File: config.mk
export PLATFORM = sky130hd
export DESIGN_NAME = pdn_arbiter
export DESIGN_NICKNAME = d
export VERILOG_FILES = /design/src/rtl/pdn_pkg.sv /design/src/rtl/pdn_pin_sync.sv /design/src/rtl/pdn_soft_state.sv /design/src/rtl/pdn_conv_guard.sv /design/src/rtl/pdn_arbiter.sv
export SDC_FILE = /design/constraint.sdc
export NUM_CORES = 1
export LEC_CHECK = 0
export ABC_AREA = 1
export ABC_CLOCK_PERIOD_IN_PS = 2500
export BUFFER_PORTS_ARGS = -buffer_cell sky130_fd_sc_hd__buf_4
export CAP_MARGIN = 0
export CORE_AREA = 2 2 39 41
export CTS_CLUSTER_SIZE = 28
export DETAILED_ROUTE_END_ITERATION = 10
export DIE_AREA = 0 0 41 43
export PLACE_DENSITY = 0.36
export RECOVER_POWER = 50
export SLEW_MARGIN = 5
export SYNTH_ARGS = -nofsm -noshare
export SYNTH_HDL_FRONTEND = slang
export SYNTH_SLANG_ARGS = --single-unit
File: constraint.sdc
create_clock -name clk -period 2.5 [get_ports clk]
set_input_delay 0.25 -clock clk [delete_from_list [all_inputs] [get_ports clk]]
set_output_delay 0.25 -clock clk [all_outputs]
set_load 0.01 [all_outputs]
File: src/rtl/pdn_pkg.sv
package pdn_pkg;

  // Software latch update: a power-down request dominates every wake source.
  function automatic logic soft_off_next(input logic cur_off,
                                         input logic up,
                                         input logic down,
                                         input logic pin_fall);
    logic nxt;
    if (down)                nxt = 1'b1;
    else if (up || pin_fall) nxt = 1'b0;
    else                     nxt = cur_off;
    return nxt;
  endfunction

  // Core is on only when neither the pin nor the software latch holds it off.
  function automatic logic core_on(input logic pin_hi, input logic off_latched);
    return !pin_hi && !off_latched;
  endfunction

  // Invalid flag update: abort sets it, a completed conversion clears it.
  function automatic logic invalid_next(input logic cur_inv,
                                        input logic abort_evt,
                                        input logic done_evt);
    logic nxt;
    if (abort_evt)     nxt = 1'b1;
    else if (done_evt) nxt = 1'b0;
    else               nxt = cur_inv;
    return nxt;
  endfunction

endpackage

File: src/rtl/pdn_pin_sync.sv
module pdn_pin_sync #(
  parameter int STAGES = 2
) (
  input  logic clk,
  input  logic rst_n,
  input  logic pin_i,
  output logic pin_sync_o,
  output logic pin_ahead_o,
  output logic pin_fall_o
);
  localparam int LAST = STAGES - 1;

  logic [LAST:0] chain_q;
  logic          last_q;

  generate
    for (genvar g = 0; g <= LAST; g++) begin : g_stage
      if (g == 0) begin : g_first
        always_ff @(posedge clk or negedge rst_n) begin
          if (!rst_n) chain_q[0] <= 1'b0;
          else        chain_q[0] <= pin_i;
        end
      end else begin : g_next
        always_ff @(posedge clk or negedge rst_n) begin
          if (!rst_n) chain_q[g] <= 1'b0;
          else        chain_q[g] <= chain_q[g-1];
        end
      end
    end
  endgenerate

  always_ff @(posedge clk or negedge rst_n) begin
    if (!rst_n) last_q <= 1'b0;
    else        last_q <= chain_q[LAST];
  end

  assign pin_sync_o  = chain_q[LAST];
  assign pin_ahead_o = chain_q[LAST-1];
  assign pin_fall_o  = last_q && !chain_q[LAST];

  p_fall_once_r6: assert property (@(posedge clk) disable iff (!rst_n)
    pin_fall_o |=> !pin_fall_o);

endmodule

File: src/rtl/pdn_soft_state.sv
module pdn_soft_state
  import pdn_pkg::*;
(
  input  logic clk,
  input  logic rst_n,
  input  logic sw_up_i,
  input  logic sw_down_i,
  input  logic pin_sync_i,
  input  logic pin_ahead_i,
  input  logic pin_fall_i,
  output logic soft_off_o,
  output logic core_active_o
);
  logic off_q;

  always_ff @(posedge clk or negedge rst_n) begin
    if (!rst_n) off_q <= 1'b0;
    else        off_q <= soft_off_next(off_q, sw_up_i, sw_down_i, pin_fall_i);
  end

  assign soft_off_o    = off_q;
  assign core_active_o = core_on(pin_sync_i, off_q);

  p_pin_forces_off_r2: assert property (@(posedge clk) disable iff (!rst_n)
    pin_sync_i |-> !core_active_o);

  p_swdown_off_r3: assert property (@(posedge clk) disable iff (!rst_n)
    sw_down_i |=> !core_active_o);

  p_swup_blocked_r4: assert property (@(posedge clk) disable iff (!rst_n)
    (sw_up_i && pin_ahead_i) |=> !core_active_o);

  p_swup_wakes_r5: assert property (@(posedge clk) disable iff (!rst_n)
    (sw_up_i && !sw_down_i && !pin_ahead_i) |=> core_active_o);

  p_fall_clears_r6: assert property (@(posedge clk) disable iff (!rst_n)
    (pin_fall_i && !sw_down_i) |=> !soft_off_o);

  p_down_wins_r7: assert property (@(posedge clk) disable iff (!rst_n)
    (sw_up_i && sw_down_i) |=> soft_off_o);

endmodule

File: src/rtl/pdn_conv_guard.sv
module pdn_conv_guard
  import pdn_pkg::*;
(
  input  logic clk,
  input  logic rst_n,
  input  logic core_active_i,
  input  logic conv_busy_i,
  output logic abort_o,
  output logic done_o,
  output logic invalid_o
);
  logic active_q;
  logic busy_q;
  logic inv_q;

  always_ff @(posedge clk or negedge rst_n) begin
    if (!rst_n) begin
      active_q <= 1'b1;
      busy_q   <= 1'b0;
      inv_q    <= 1'b0;
    end else begin
      active_q <= core_active_i;
      busy_q   <= conv_busy_i;
      inv_q    <= invalid_next(inv_q, abort_o, done_o);
    end
  end

  assign abort_o   = active_q && !core_active_i && busy_q;
  assign done_o    = busy_q && !conv_busy_i && core_active_i;
  assign invalid_o = inv_q;

  p_abort_cause_r8: assert property (@(posedge clk) disable iff (!rst_n)
    abort_o |-> (!core_active_i && busy_q));

  p_abort_pulse_r8: assert property (@(posedge clk) disable iff (!rst_n)
    abort_o |=> !abort_o);

  p_abort_sets_r9: assert property (@(posedge clk) disable iff (!rst_n)
    abort_o |=> invalid_o);

  p_inv_hold_r9: assert property (@(posedge clk) disable iff (!rst_n)
    (invalid_o && !done_o) |=> invalid_o);

  p_done_clears_r9: assert property (@(posedge clk) disable iff (!rst_n)
    (done_o && !abort_o) |=> !invalid_o);

endmodule

File: src/rtl/pdn_arbiter.sv
module pdn_arbiter #(
  parameter int SYNC_STAGES = 2
) (
  input  logic clk,
  input  logic rst_n,
  input  logic pd_pin_i,
  input  logic sw_up_i,
  input  logic sw_down_i,
  input  logic conv_busy_i,
  output logic core_active_o,
  output logic conv_abort_o,
  output logic data_invalid_o
);
  localparam int STAGES_USED = (SYNC_STAGES < 2) ? 2 : SYNC_STAGES;

  logic pin_sync;
  logic pin_ahead;
  logic pin_fall;
  logic soft_off;
  logic active;
  logic abort_evt;
  logic done_evt;
  logic invalid;

  pdn_pin_sync #(.STAGES(STAGES_USED)) u_sync (
    .clk        (clk),
    .rst_n      (rst_n),
    .pin_i      (pd_pin_i),
    .pin_sync_o (pin_sync),
    .pin_ahead_o(pin_ahead),
    .pin_fall_o (pin_fall)
  );

  pdn_soft_state u_state (
    .clk          (clk),
    .rst_n        (rst_n),
    .sw_up_i      (sw_up_i),
    .sw_down_i    (sw_down_i),
    .pin_sync_i   (pin_sync),
    .pin_ahead_i  (pin_ahead),
    .pin_fall_i   (pin_fall),
    .soft_off_o   (soft_off),
    .core_active_o(active)
  );

  pdn_conv_guard u_guard (
    .clk          (clk),
    .rst_n        (rst_n),
    .core_active_i(active),
    .conv_busy_i  (conv_busy_i),
    .abort_o      (abort_evt),
    .done_o       (done_evt),
    .invalid_o    (invalid)
  );

  assign core_active_o  = active;
  assign conv_abort_o   = abort_evt;
  assign data_invalid_o = invalid;

  p_off_source_r2: assert property (@(posedge clk) disable iff (!rst_n)
    !core_active_o |-> (pin_sync || soft_off));

  p_abort_flags_r9: assert property (@(posedge clk) disable iff (!rst_n)
    (conv_abort_o && !done_evt) |=> data_invalid_o);

endmodule

==> results.txt <==
----------------------------------------------------
[Worst setup path]
  Critical Path Sink Type ... primary output
  Required @ worst endpoint ... 2.25 ns
  Crit-path max cell delay ... 0.51 ns
  WS Path Type ... reg -> out
  Worst-case reg-to-reg path depth ... 4
  Slowest cell on the critical path ... sky130_fd_sc_hd__dfstp_2
  Type of origin of the critical path ... register
  Cell Chain, Critical Path ... nand2_1 > nor2_2 > buf_4
  Arrival time of the worst setup path ... 1.06 ns
  Max FO, Critical Path ... 2

[STA]
  Final period utilization ... 52.3%
  Post-layout min period ... 1.31 ns
  Setup_tns ... 0 ns
  Unrepaired setup endpoints after global routing ... no
  Hold violation count in the final report ... 0
  Fin Hold WS ... 0.130 ns
  Number of pins with negative max-slew slack in the final report ... 0
  Worst relative slew slack ... 75.6%
  Endpoints failing setup ... 0
  Final Skew ... 0.00142 ns
  FMAX ... 764 MHz
  Transition at the pin with the smallest max-transition slack ... 0.366 ns

[Final layout]
  Commonest non-fill, non-tap cell in the layout ... sky130_fd_sc_hd__dfrtp_1
  Share of post-route cells with drive strength above 1 ... 38.2%
  Final cell area excluding filler cells ... 350 um^2
  Number of filler cells placed in the layout ... 158
  Antenna Diode Count ... 0
  Post-layout nets ... 41
  Commonest cells after routing, fill and taps aside ... sky130_fd_sc_hd__dfrtp_1, sky130_fd_sc_hd__nand2_1, sky130_fd_sc_hd__clkbuf_4, sky130_fd_sc_hd__buf_4, sky130_fd_sc_hd__inv_1
  Final instance count without filler cells ... 50
  Synthesis-to-layout area growth ... 47.4%

[Detailed routing]
  Total detailed-routing wirelength ... 378 um
  Top metal layer carrying routed signals ... met3
  Vias per cell ... 3.26
  DRC viols ... 0
  Routed len/inst ... 7.56 um
  Starting DRC count in detailed routing ... 3
  Detailed-routed wire length on met3 ... 27 um
  Post-detailed-route count of antenna-violating nets ... 0
  Met2 layer wire length in the routed design ... 174 um
  Metal1 wirelength ... 176 um
  TritonRoute pass-1 iters ... 4
  Count of vias placed by the detailed router ... 163

[Floorplanning]
  Die X ... 41 um
  Die height ... 43 um
  FP Rows ... 14
  Die footprint ... 1760 um^2
  Ports ... 9
  Initial core utilization ... 17.2%
  Area of the placeable core ... 1380 um^2

[Worst hold path]
  Worst hold path stage count ... 1
  Class of the worst hold path ... in -> reg

[Placed design]
  Placed cell areas ... 318 um^2
  Count of port buffers added during placement ... 8
  Detailed-placement wirelength estimate ... 299 um
  Routability-driven placement congestion ratio ... 0.604
  Total instance count after detailed placement ... 45

[GRT]
  Total congestion overflow after global routing ... 0
  First-pass GRT wire length ... 586 um
  Pin count of the biggest net entering global routing ... 8
  Via count of the first global-routing pass ... 145
  Total track usage ... 5.79%
  Antenna violations before repair ... 0

[Logic synthesis]
  Post-synthesis compound-gate area fraction ... 3.16%
  Post-synthesis xor/xnor area fraction ... 0%
  Adder-cell area share of the yosys netlist ... 0%
  Multiplexer share of the synthesized area ... 0%
  Number of nets produced by synthesis ... 27
  Count of state elements after synthesis ... 7
  Synthesized area ... 238 um^2
  Avg Synthesized Cell Area ... 11.3 um^2
  Synthesized instance count ... 21
  Simple-Gate Fraction of Synth Area ... 16.3%
  Post-synthesis cell type count ... 7
  Dominant combinational cell family by area after synthesis ... simple AND/OR/NAND/NOR gates
  Number of synthesis warnings ... 0
  Sequential element share of the synthesized area ... 74.2%

[Pwr]
  Ratio of total power to cell area ... 728 nW/um^2
  Overall power after layout ... 0.000255 W
  Static Leakage ... 0.172 nW
  IR drop worst, VDD ... 0.198 mV

[Clocking]
  Number of setup buffers added after CTS ... 0
  Skew-Pair Late Insertion Delay ... 0.25 ns
  CTS Buf Count ... 3
  PostCTS Resize Cnt ... 0
  Clock tree from TritonCTS ... yes
  Clk buf depth ... 2
  Clock sinks ... 7
  Clock slew at reported path FFs ... 0.05 ns
  Number of H-tree levels ... 1
  Root Driver ... sky130_fd_sc_hd__clkbuf_4

[Status]
  Run status ... complete, no violations

[Job]
  Max-capacitance violation count ... 0

----------------------------------------------------
## layout make-up
| cell class | instances | area, um^2 | area share (%) |
|---|---|---|---|
| tap | 16 | 20.0 | 5.71 |
| timing repair buffer | 9 | 66.3 | 18.9 |
| sequential | 7 | 176 | 50.4 |
| multi-input combinational | 10 | 46.3 | 13.2 |
| clock buffer | 4 | 26.3 | 7.50 |
| inverter | 4 | 15.0 | 4.29 |
## cell families (layout without fill, tap and decap cells)
family,count (synthesis),after routing
AO/OA/AOI/OAI,1,1
buffers and inverters,4,17
flip-flops,7,7
AND/OR/NAND/NOR,9,9
## worst paths after layout
kind	startpoint	slack [ns]	endpoint
setup / recovery	u_guard.active_q$_DFF_PN1_	1.19	conv_abort_o
hold / removal	pd_pin_i	0.13	u_sync.pin_ahead_o$_DFF_PN0_
setup reg to reg	u_state.soft_off_o$_DFFE_PN0P_	1.63	u_guard.invalid_o$_DFFE_PN0P_
hold reg to reg	u_sync.pin_ahead_o$_DFF_PN0_	0.36	u_sync.pin_sync_o$_DFF_PN0_
max in group asynchronous	rst_n	1.77	u_guard.active_q$_DFF_PN1_
min in group asynchronous	rst_n	0.43	u_guard.invalid_o$_DFFE_PN0P_
## critical path: cells and delay by family, from the launching register on
kind | cells | cell delay [ns]
buf+inv | 1 | 0.13
simple gates | 2 | 0.18
flops | 1 | 0.51
## power by group
part           switching [W]  leakage, nW  internal, W
combinational      0.0000125       0.0787    0.0000147
sequential        0.00000409       0.0788     0.000123
clock              0.0000400       0.0150    0.0000608
total              0.0000565        0.172     0.000198
## registers in the layout, summed over array words and instances, names as in the netlist
signal,count
u_guard.active_q,1
u_guard.busy_q,1
u_guard.invalid_o,1
u_state.soft_off_o,1
u_sync.last_q,1
u_sync.pin_ahead_o,1
u_sync.pin_sync_o,1
## synthesized netlist by cell type, drive strengths merged
library cell	instances	share of area [%]
dfrtp	6	63
dfstp	1	11
inv	4	6.3
nand2	5	7.9
nor2	4	8.4
o21bai	1	3.2
## what timing repair did
action / in CTS / in global routing
hold endpoints to repair: 7 / 0
setup endpoints to repair: 0 / 0
hold buffers: 1 / 0
## layer usage
metal  GRT usage, %  vias up
met5              0        -
met4           6.00        0
met3           4.71        0
met2           5.94        4
met1           6.67       72
li1               -       87
## through the flow
stage | setup slack, ns | util [%]
CTS | 1.17 | 25.6
global placement | 1.45 | 23.0
floorplan | 1.55 | -
finish | 1.19 | 25.3
global route | 1.14 | 25.3
detailed placement | 1.45 | 23.0
Power figures use the tool's default switching activity.
